## src/rtl/sysaux_pkg.sv

```systemverilog
package sysaux_pkg;
  typedef enum logic [3:0] {
    SEL_NONE, SEL_LED, SEL_CFG, SEL_DIAG, SEL_MDM,
    SEL_SYS, SEL_AUX1, SEL_AUX2, SEL_PM
  } sel_e;

  localparam int AUX2_OFF_BIT  = 0;
  localparam int AUX2_CLR_BIT  = 1;
  localparam int AUX2_FAIL_BIT = 5;
  localparam int CFG_EN_BIT    = 3;
endpackage

```

## src/rtl/sysaux_decode.sv

```systemverilog
module sysaux_decode
  import sysaux_pkg::*;
#(
  parameter int          AW        = 32,
  parameter logic [31:0] GRP_MASK  = 32'h0fff_0000,
  parameter logic [31:0] LED_OFF   = 32'h0160_0000,
  parameter logic [31:0] CFG_OFF   = 32'h0180_0000,
  parameter logic [31:0] DIAG_OFF  = 32'h01a0_0000,
  parameter logic [31:0] MDM_OFF   = 32'h01b0_0000,
  parameter logic [31:0] SYS_OFF   = 32'h01f0_0000,
  parameter logic [31:0] AUX1_ADDR = 32'h0190_0000,
  parameter logic [31:0] AUX2_ADDR = 32'h0191_0000,
  parameter logic [31:0] PM_ADDR   = 32'h0192_0000
) (
  input  logic [AW-1:0] addr_i,
  output sel_e          sel_o
);
  logic [AW-1:0] grp;
  assign grp = addr_i & GRP_MASK[AW-1:0];

  always_comb begin
    sel_o = SEL_NONE;
    if      (addr_i == AUX1_ADDR[AW-1:0]) sel_o = SEL_AUX1;
    else if (addr_i == AUX2_ADDR[AW-1:0]) sel_o = SEL_AUX2;
    else if (addr_i == PM_ADDR[AW-1:0])   sel_o = SEL_PM;
    else if (grp == LED_OFF[AW-1:0])      sel_o = SEL_LED;
    else if (grp == CFG_OFF[AW-1:0])      sel_o = SEL_CFG;
    else if (grp == DIAG_OFF[AW-1:0])     sel_o = SEL_DIAG;
    else if (grp == MDM_OFF[AW-1:0])      sel_o = SEL_MDM;
    else if (grp == SYS_OFF[AW-1:0])      sel_o = SEL_SYS;
  end
endmodule

```

## src/rtl/sysaux_pwrfail.sv

```systemverilog
module sysaux_pwrfail
  import sysaux_pkg::*;
#(
  parameter int RW = 8
) (
  input  logic          clk,
  input  logic          rst,
  input  logic          pf_i,
  input  logic          en_q_i,
  input  logic          en_d_i,
  input  logic          wr_i,
  input  logic [1:0]    wbits_i,
  output logic [RW-1:0] aux2_o,
  output logic          irq_o
);
  logic pf_prev = 1'b0;
  logic fail_d;
  logic [RW-1:0] aux2_q, aux2_d;

  always_comb begin
    fail_d = aux2_q[AUX2_FAIL_BIT];
    if (pf_i != pf_prev) fail_d = pf_i & en_q_i;
    aux2_d = aux2_q;
    aux2_d[AUX2_FAIL_BIT] = fail_d;
    if (wr_i) begin
      aux2_d = '0;
      aux2_d[1:0] = wbits_i;
      aux2_d[AUX2_FAIL_BIT] = fail_d & ~wbits_i[AUX2_CLR_BIT];
    end
  end

  always_ff @(posedge clk) begin
    pf_prev <= pf_i;
    if (rst) begin
      aux2_q <= '0;
      irq_o  <= 1'b0;
    end else begin
      aux2_q <= aux2_d;
      irq_o  <= aux2_d[AUX2_FAIL_BIT] & en_d_i;
    end
  end

  assign aux2_o = aux2_q;

  assert_irq_level_R4: assert property (@(posedge clk) disable iff (rst)
    irq_o == (aux2_q[AUX2_FAIL_BIT] && en_q_i));

  assert_aux2_zero_bits_R5: assert property (@(posedge clk) disable iff (rst)
    aux2_q[RW-1:6] == '0 && aux2_q[4:2] == '0);
endmodule

```

## src/rtl/sysaux_ctrl.sv

```systemverilog
module sysaux_ctrl
  import sysaux_pkg::*;
#(
  parameter int          AW        = 32,
  parameter int          DW        = 32,
  parameter int          BW        = 8,
  parameter int          LW        = 16,
  parameter logic [31:0] AUX1_ADDR = 32'h0190_0000,
  parameter logic [31:0] AUX2_ADDR = 32'h0191_0000,
  parameter logic [31:0] PM_ADDR   = 32'h0192_0000
) (
  input  logic          clk,
  input  logic          rst,
  input  logic [AW-1:0] addr_i,
  input  logic          we_i,
  input  logic [DW-1:0] wdata_i,
  output logic [DW-1:0] rdata_o,
  input  logic          pwr_fail_i,
  output logic          pwr_irq_o,
  output logic          fdc_tc_o,
  output logic          cpu_halt_o,
  output logic          pwr_off_req_o,
  output logic          sys_rst_req_o
);
  localparam logic [DW-1:0] RST_STAT = DW'(2);

  sel_e sel;
  logic [BW-1:0] cfg_q, cfg_d, aux1_q, mdm_q, aux2;
  logic [BW-1:0] diag_q = '0;
  logic [LW-1:0] led_q  = '0;
  logic [DW-1:0] sys_q  = '0;
  logic [DW-1:0] rd_mux;
  logic wr_cfg, wr_aux1, wr_aux2, wr_pm, wr_sys;

  sysaux_decode #(.AW(AW), .AUX1_ADDR(AUX1_ADDR), .AUX2_ADDR(AUX2_ADDR),
                  .PM_ADDR(PM_ADDR)) dec_i (
    .addr_i (addr_i),
    .sel_o  (sel)
  );

  assign wr_cfg  = we_i && sel == SEL_CFG;
  assign wr_aux1 = we_i && sel == SEL_AUX1;
  assign wr_aux2 = we_i && sel == SEL_AUX2;
  assign wr_pm   = we_i && sel == SEL_PM;
  assign wr_sys  = we_i && sel == SEL_SYS;
  assign cfg_d   = wr_cfg ? wdata_i[BW-1:0] : cfg_q;

  sysaux_pwrfail #(.RW(BW)) pf_i (
    .clk     (clk),
    .rst     (rst),
    .pf_i    (pwr_fail_i),
    .en_q_i  (cfg_q[CFG_EN_BIT]),
    .en_d_i  (cfg_d[CFG_EN_BIT]),
    .wr_i    (wr_aux2),
    .wbits_i (wdata_i[1:0]),
    .aux2_o  (aux2),
    .irq_o   (pwr_irq_o)
  );

  // Registers cleared by reset, plus strobes and sticky requests
  always_ff @(posedge clk) begin
    if (rst) begin
      cfg_q         <= '0;
      aux1_q        <= '0;
      mdm_q         <= '0;
      fdc_tc_o      <= 1'b0;
      cpu_halt_o    <= 1'b0;
      pwr_off_req_o <= 1'b0;
      sys_rst_req_o <= 1'b0;
    end else begin
      cfg_q      <= cfg_d;
      fdc_tc_o   <= wr_aux1 && wdata_i[0];
      cpu_halt_o <= wr_pm;
      if (wr_aux1) aux1_q <= wdata_i[BW-1:0];
      if (we_i && sel == SEL_MDM) mdm_q <= wdata_i[BW-1:0];
      if (wr_aux2 && wdata_i[AUX2_OFF_BIT]) pwr_off_req_o <= 1'b1;
      if (wr_sys && wdata_i[0]) sys_rst_req_o <= 1'b1;
    end
  end

  // Registers that survive reset
  always_ff @(posedge clk) begin
    if (we_i && sel == SEL_DIAG) diag_q <= wdata_i[BW-1:0];
    if (we_i && sel == SEL_LED)  led_q  <= wdata_i[LW-1:0];
    if (wr_sys) sys_q <= wdata_i[0] ? RST_STAT : wdata_i;
  end

  always_comb begin
    rd_mux = '0;
    case (sel)
      SEL_CFG:  rd_mux = DW'(cfg_q);
      SEL_DIAG: rd_mux = DW'(diag_q);
      SEL_MDM:  rd_mux = DW'(mdm_q);
      SEL_LED:  rd_mux = DW'(led_q);
      SEL_SYS:  rd_mux = sys_q;
      SEL_AUX1: rd_mux = DW'(aux1_q);
      SEL_AUX2: rd_mux = DW'(aux2);
      default:  rd_mux = '0;
    endcase
  end

  always_ff @(posedge clk) begin
    if (rst) rdata_o <= '0;
    else     rdata_o <= rd_mux;
  end

  assert_tc_cause_R8: assert property (@(posedge clk) disable iff (rst)
    fdc_tc_o |-> $past(wr_aux1 && wdata_i[0]));

  assert_halt_cause_R9: assert property (@(posedge clk) disable iff (rst)
    cpu_halt_o |-> $past(wr_pm));

  assert_pwroff_sticky_R7: assert property (@(posedge clk) disable iff (rst)
    pwr_off_req_o |=> pwr_off_req_o);

  assert_sysrst_sticky_R10: assert property (@(posedge clk) disable iff (rst)
    sys_rst_req_o |=> sys_rst_req_o);
endmodule

```

## config.mk

```make
export PLATFORM = sky130hd
export DESIGN_NAME = sysaux_ctrl
export DESIGN_NICKNAME = d
export VERILOG_FILES = /design/src/rtl/sysaux_pkg.sv /design/src/rtl/sysaux_decode.sv /design/src/rtl/sysaux_pwrfail.sv /design/src/rtl/sysaux_ctrl.sv
export SDC_FILE = /design/constraint.sdc
export NUM_CORES = 1
export LEC_CHECK = 0
export ABC_AREA = 1
export BUFFER_PORTS_ARGS = -buffer_cell sky130_fd_sc_hd__buf_2
export CAP_MARGIN = 30
export CORE_ASPECT_RATIO = 1.5
export CORE_MARGIN = 3
export CORE_UTILIZATION = 45
export CTS_BUF_LIST = sky130_fd_sc_hd__clkbuf_4
export DETAILED_ROUTE_END_ITERATION = 8
export PLACE_DENSITY = 0.7
export SYNTH_ARGS = -nofsm -noshare
export SYNTH_HDL_FRONTEND = slang
export SYNTH_HIERARCHICAL = 1
export SYNTH_SLANG_ARGS = --single-unit
```

## constraint.sdc

```tcl
create_clock -name clk -period 3 [get_ports clk]
set_input_delay 0.3 -clock clk [delete_from_list [all_inputs] [get_ports clk]]
set_output_delay 0.3 -clock clk [all_outputs]
set_load 0.05 [all_outputs]
```

======== Word-level counts from Yosys, hierarchy flattened ========
Cells that the tools add are included.
storage, ports and cells
  bits in registers ....................... 121
  input bits .............................. 68
  output and inout bits ................... 37
  logic and storage cells ................. 61
cells by class
  eq/ne operators ......................... 17
  mux-type cells .......................... 12
  bitwise operators ....................... 4
  reductions and logical operators ........ 11
operator list
  operator              count
  $pmux 32 s7           1
  $eq 32x25->1 const B  3
  $eq 12x9->1 const B   5
  $mux 4                8
  $eq 4x3->1 const B    4
  $logic_and 1x1->1     11
  $eq 4x2->1 const B    2
  $mux 6                1
  $eq 4x1->1 const B    1
  $eq 4x4->1 const B    1
  $and 1x1->1           3
  $mux 3                1
  $mux 1                1
  $ne 1x1->1            1
  $not 1->1             1

======== Depth between registers and ports, before layout ========
  depth after elaboration ................. 13
  depth in mapped cells ................... 16
  depth with buffers taken out ............ 16

======== Cells and area by module ========
The synthesis kept the hierarchy.
by module, submodules not included
  module          instances  cells an instance  area an instance (µm²)
  sysaux_ctrl     1          458                4,336.7
  sysaux_decode   1          80                 369.1
  sysaux_pwrfail  1          32                 242.7

======== Worst setup path before layout ========
No wires, ideal clock.
  path kind ............................... input to register
  start ................................... input addr_i[25]
  end ..................................... register sys_q[10] (enable)
  library setup time ...................... 0.421 ns
  arrival time ............................ 2.676 ns
  data required time ...................... 2.579 ns
  path slack .............................. -0.096 ns
  cell stages on the path ................. 11
  buffers on the path ..................... 0
  cell sequence ........................... inv_1 > nand2_1 > nor2_4 > inv_2 > nor2_4 > o211ai_2 > nand2_1 > inv_1 > nor2_4 > nand2_2 > nor2_1
between the ends
  cells in the longest elaborated chain, start to end .. 11
  elaborated cells on any way between the ends .. 18
  those cells by class .................... 9 x eq/ne; 8 x mux; 1 x reduce/logical
ends and longest elaborated chain
  what                  line                 text
  start, declared       sysaux_ctrl.sv:14    input logic [AW-1:0] addr_i,
  $eq 12x9->1           sysaux_decode.sv:30  else if (grp == SYS_OFF[AW-1:0]) sel_o = SEL_SYS;
  $mux 3                sysaux_decode.sv:30
  $mux 4                sysaux_decode.sv:29  else if (grp == MDM_OFF[AW-1:0]) sel_o = SEL_MDM;
  $mux 4                sysaux_decode.sv:28  else if (grp == DIAG_OFF[AW-1:0]) sel_o = SEL_DIAG;
  $mux 4                sysaux_decode.sv:27  else if (grp == CFG_OFF[AW-1:0]) sel_o = SEL_CFG;
  $mux 4                sysaux_decode.sv:26  else if (grp == LED_OFF[AW-1:0]) sel_o = SEL_LED;
  $mux 4                sysaux_decode.sv:25  else if (addr_i == PM_ADDR[AW-1:0]) sel_o = SEL_PM;
  $mux 4                sysaux_decode.sv:24  else if (addr_i == AUX2_ADDR[AW-1:0]) sel_o = SEL_AUX2;
  $mux 4 *              sysaux_decode.sv:23  if (addr_i == AUX1_ADDR[AW-1:0]) sel_o = SEL_AUX1;
  named net sel[2]      sysaux_ctrl.sv:27    sel_e sel;
  $eq 4x3->1 *          sysaux_ctrl.sv:45    assign wr_sys = we_i && sel == SEL_SYS;
  $logic_and 1x1->1 *   sysaux_ctrl.sv:45
  named net wr_sys      sysaux_ctrl.sv:33    logic wr_cfg, wr_aux1, wr_aux2, wr_pm, wr_sys;
  end signal, assigned  sysaux_ctrl.sv:85    if (wr_sys) sys_q <= wdata_i[0] ? RST_STAT : wdata_i;
  end, declared         sysaux_ctrl.sv:31    logic [DW-1:0] sys_q = '0;
Mark *: on every way through the listed nets, which the timed path passes. The rest lies on a longest branch.
A chain may end at the register's enable or synchronous reset.

======== Worst setup path after layout ========
  start ................................... input addr_i[6]
  end ..................................... register mdm_q[4]
between the ends
  cells in the longest elaborated chain, start to end .. 6
  elaborated cells on any way between the ends .. 8
  those cells by class .................... 4 x eq/ne; 3 x mux; 1 x reduce/logical
ends and longest elaborated chain
  what                  line                 text
  $eq 32x25->1          sysaux_decode.sv:25
  $mux 4                sysaux_decode.sv:25
  $mux 4                sysaux_decode.sv:24
  $mux 4 *              sysaux_decode.sv:23
  named net sel[2]      sysaux_ctrl.sv:27
  $eq 4x3->1 *          sysaux_ctrl.sv:75    if (we_i && sel == SEL_MDM) mdm_q <= wdata_i[BW-1:0];
  $logic_and 1x1->1 *   sysaux_ctrl.sv:75
  end signal, assigned  sysaux_ctrl.sv:75
  end, declared         sysaux_ctrl.sv:28    logic [BW-1:0] cfg_q, cfg_d, aux1_q, mdm_q, aux2;
Marks and branches as above.

==> impl_metrics.ini <==
[outcome]
status = complete, no violations

[grt]
grt.overflow.total = 0
grt_pass1_vias = 3936
track_usage = 0.187
grt_pass1_wl_um = 18000
antenna_found_initial = 1
grt_max_degree = 38

[layout]
fin_nets = 762
area_growth_pct = 21.3
drive_gt1_frac = 0.245
fillerInstances = 959
post-route-util = 0.564

[logic_synthesis]
syn_area_um2 = 4950
synth-main-ff-cell = dfxtp_1
synth_edf_count = 55
synth.distinct_cells = 27
yosysWarnings = 6
synth_area_leaders = edfxtp_1 (33%), dfxtp_1 (26%), nand2_1 (8.1%)
yosysMostFrequentCell = nand2_1
synth_common_cells = nand2_1 (107), nor2_1 (88), inv_1 (83), dfxtp_1 (65)
ys_async_sr_fraction = 0
avgSynthCellArea_um2 = 8.68
syn_inst = 570
ys_ff_latch = 120
yosys.area.top_type = edfxtp_1
ys_seq_area_frac = 0.597
yosysTopAreaCellShare = 0.334

[route]
first_pass_iters = 7
ant_nets = 0
dr_total_vias = 4075
detail_route.drc_violations = 0
viasPerCell = 4.78
drt-total-wl_um = 11200
wl_per_cell_um = 13.1
initialDrtViolationCount = 199

[timing]
finalSetupViolCount = 0
final_hold_viol_count = 0
rsz0062_at_grt = false
drv_slew = 0
max_freq_mhz = 512
fin_setup_tns_ns = 0
worst_slew_pin_slew_ns = 0.954
layout_min_cycle_time_ns = 1.95
clock-skew-final_ns = 0.0162
period_share = 0.651
slew_headroom = 0.363

[clocking]
htreeDepth = 4
cts_hold_buf = 9
clk_pin_slew_ns = 0.11
cts-root-buf = clkbuf_4
cts_tree = done
cts_setup_buffers = 0
cts_sinks = 120
clock_latency_ns = 0.50
numCtsBuffers = 17
clock_path_buffers = 2
post_cts_resized = 0

[worst_setup_path]
critPathKind = input port to flop
worstPathArrival_ns = 2.38
cp.required_ns = 3.43
worstPathMaxFanout = 24
rrSetupSlack_ns = 2.15
startpoint_type = input port
crit_path_end_kind = flop

[power]
leakage_nw = 2.75
power-per-cell-area_nw_per_um2 = 489
peakVddDrop_mv = 0.338

[floorplanning]
initial_utilization = 0.465
die_h_um = 134
coreArea_um2 = 10600
fp.dieArea_um2 = 12300
ioPinCount = 105
chipWidth_um = 91.6
placementRows = 46

[placement]
numPortBuffers = 104
dp_hpwl_um = 7990
place_congestion = 0.844

[job]
cap_violations = 0

[worst_hold_path]
worstHoldPathType = input port to flop
[registers in the layout (all words and copies together), names as in the netlist, 3 cells and up]
register / cells
cfg_q: 8
aux1_q: 8
sys_q: 31
led_q: 16
mdm_q: 8
diag_q: 8
pf_i/aux2_o: 3
rdata_o: 32
[placed cells by master (no fill, tap or decap), types with 2 or more instances in the layout]
master / netlist / final
nor4_1: 2 / 2
nor2_1: 88 / 86
nand3_2: 5 / 5
buf_2: 6 / 104
conb_1: 1 / 5
dlygate4sd3_1: 0 / 10
clkinv_4: 0 / 3
nand2_1: 107 / 107
clkinv_2: 1 / 7
nor3_1: 3 / 3
dfxtp_1: 65 / 65
bufinv_16: 0 / 2
a21oi_1: 43 / 43
nand2_2: 4 / 4
nor2_4: 5 / 5
edfxtp_1: 55 / 55
inv_1: 83 / 83
buf_4: 7 / 13
clkbuf_4: 0 / 19
o21ai_0: 17 / 17
nor2_2: 4 / 6
clkinvlp_4: 0 / 2
nand3_1: 55 / 55
[through the flow]
| stage | power [mW] | setup WS, ns | cells | cell area (um^2) | hold slack (ns) |
|---|---|---|---|---|---|
| 2_1_floorplan | 1.81 | 0.430 | 574 | 4970 | 0.328 |
| 3_3_place_gp | 1.88 | 0.641 | 809 | 5630 | 0.438 |
| 3_5_place_dp | 1.88 | 0.512 | 809 | 5630 | 0.448 |
| 4_1_cts | 2.97 | 1.05 | 850 | 5990 | 0.00423 |
| 5_1_grt | 3.07 | 0.830 | 852 | 6000 | 0.000246 |
| 6_report | 2.94 | 1.05 | 852 | 6000 | 0.0535 |
[cells by family after synthesis]
logic type | after synthesis | synth area share
AND/OR/NAND/NOR | 276 | 0.245
flip-flops | 120 | 0.597
buffers and inverters | 111 | 0.0928
AO/OA/AOI/OAI | 62 | 0.0650
other | 1 | 0.000758
[worst max-delay path, stage by stage]
cell	delay [ns]
buf_2	0.10
inv_1	0.05
nand2_1	0.05
nor2_1	0.10
nand2_1	0.05
nor2_1	0.22
o211ai_2	0.13
nand2_1	0.15
inv_1	0.10
nor2_4	0.14
buf_4	0.29
nand2_2	0.10
nor2_4	0.29
o21ai_0	0.14
a21oi_1	0.17
[report_power, final]
part / internal (mW) / switching (mW)
registers: 1.71 / 0.00112
clock network: 0.507 / 0.579
logic: 0.0609 / 0.0823
total: 2.28 / 0.663
[path summary, 6_finish.rpt]
path / start / to / depth (start not counted)
max: addr_i[6] / mdm_q[4]$_SDFFE_PP0P_ / 15
min: wdata_i[7] / diag_q[7]$_DFFE_PP_ / 1
min reg2reg: cfg_q[1]$_SDFFE_PP0P_ / cfg_q[1]$_SDFFE_PP0P_ / 2
max reg2reg: led_q[6]$_DFFE_PP_ / rdata_o[6]$_SDFF_PP0_ / 4
[final cells by class]
type	count	area (um^2)	area share
Antenna cell	1	2.50	0.000417
Clock buffer	19	143	0.0238
Clock inverter	13	131	0.0219
Inverter	85	320	0.0533
Multi-Input combinational cell	343	1560	0.259
Sequential cell	120	2950	0.492
Tap cell	144	180	0.0300
Timing Repair Buffer	127	718	0.120
[per-layer routing]
metal	share of wire	global-route usage	vias up
met5	0	0	-
met4	0.022	0.0789	0
met3	0.046	0.0488	18
met2	0.55	0.352	140
met1	0.39	0.193	1866
li1	-	-	2051
No activity file was read; power rests on OpenSTA's default activity.
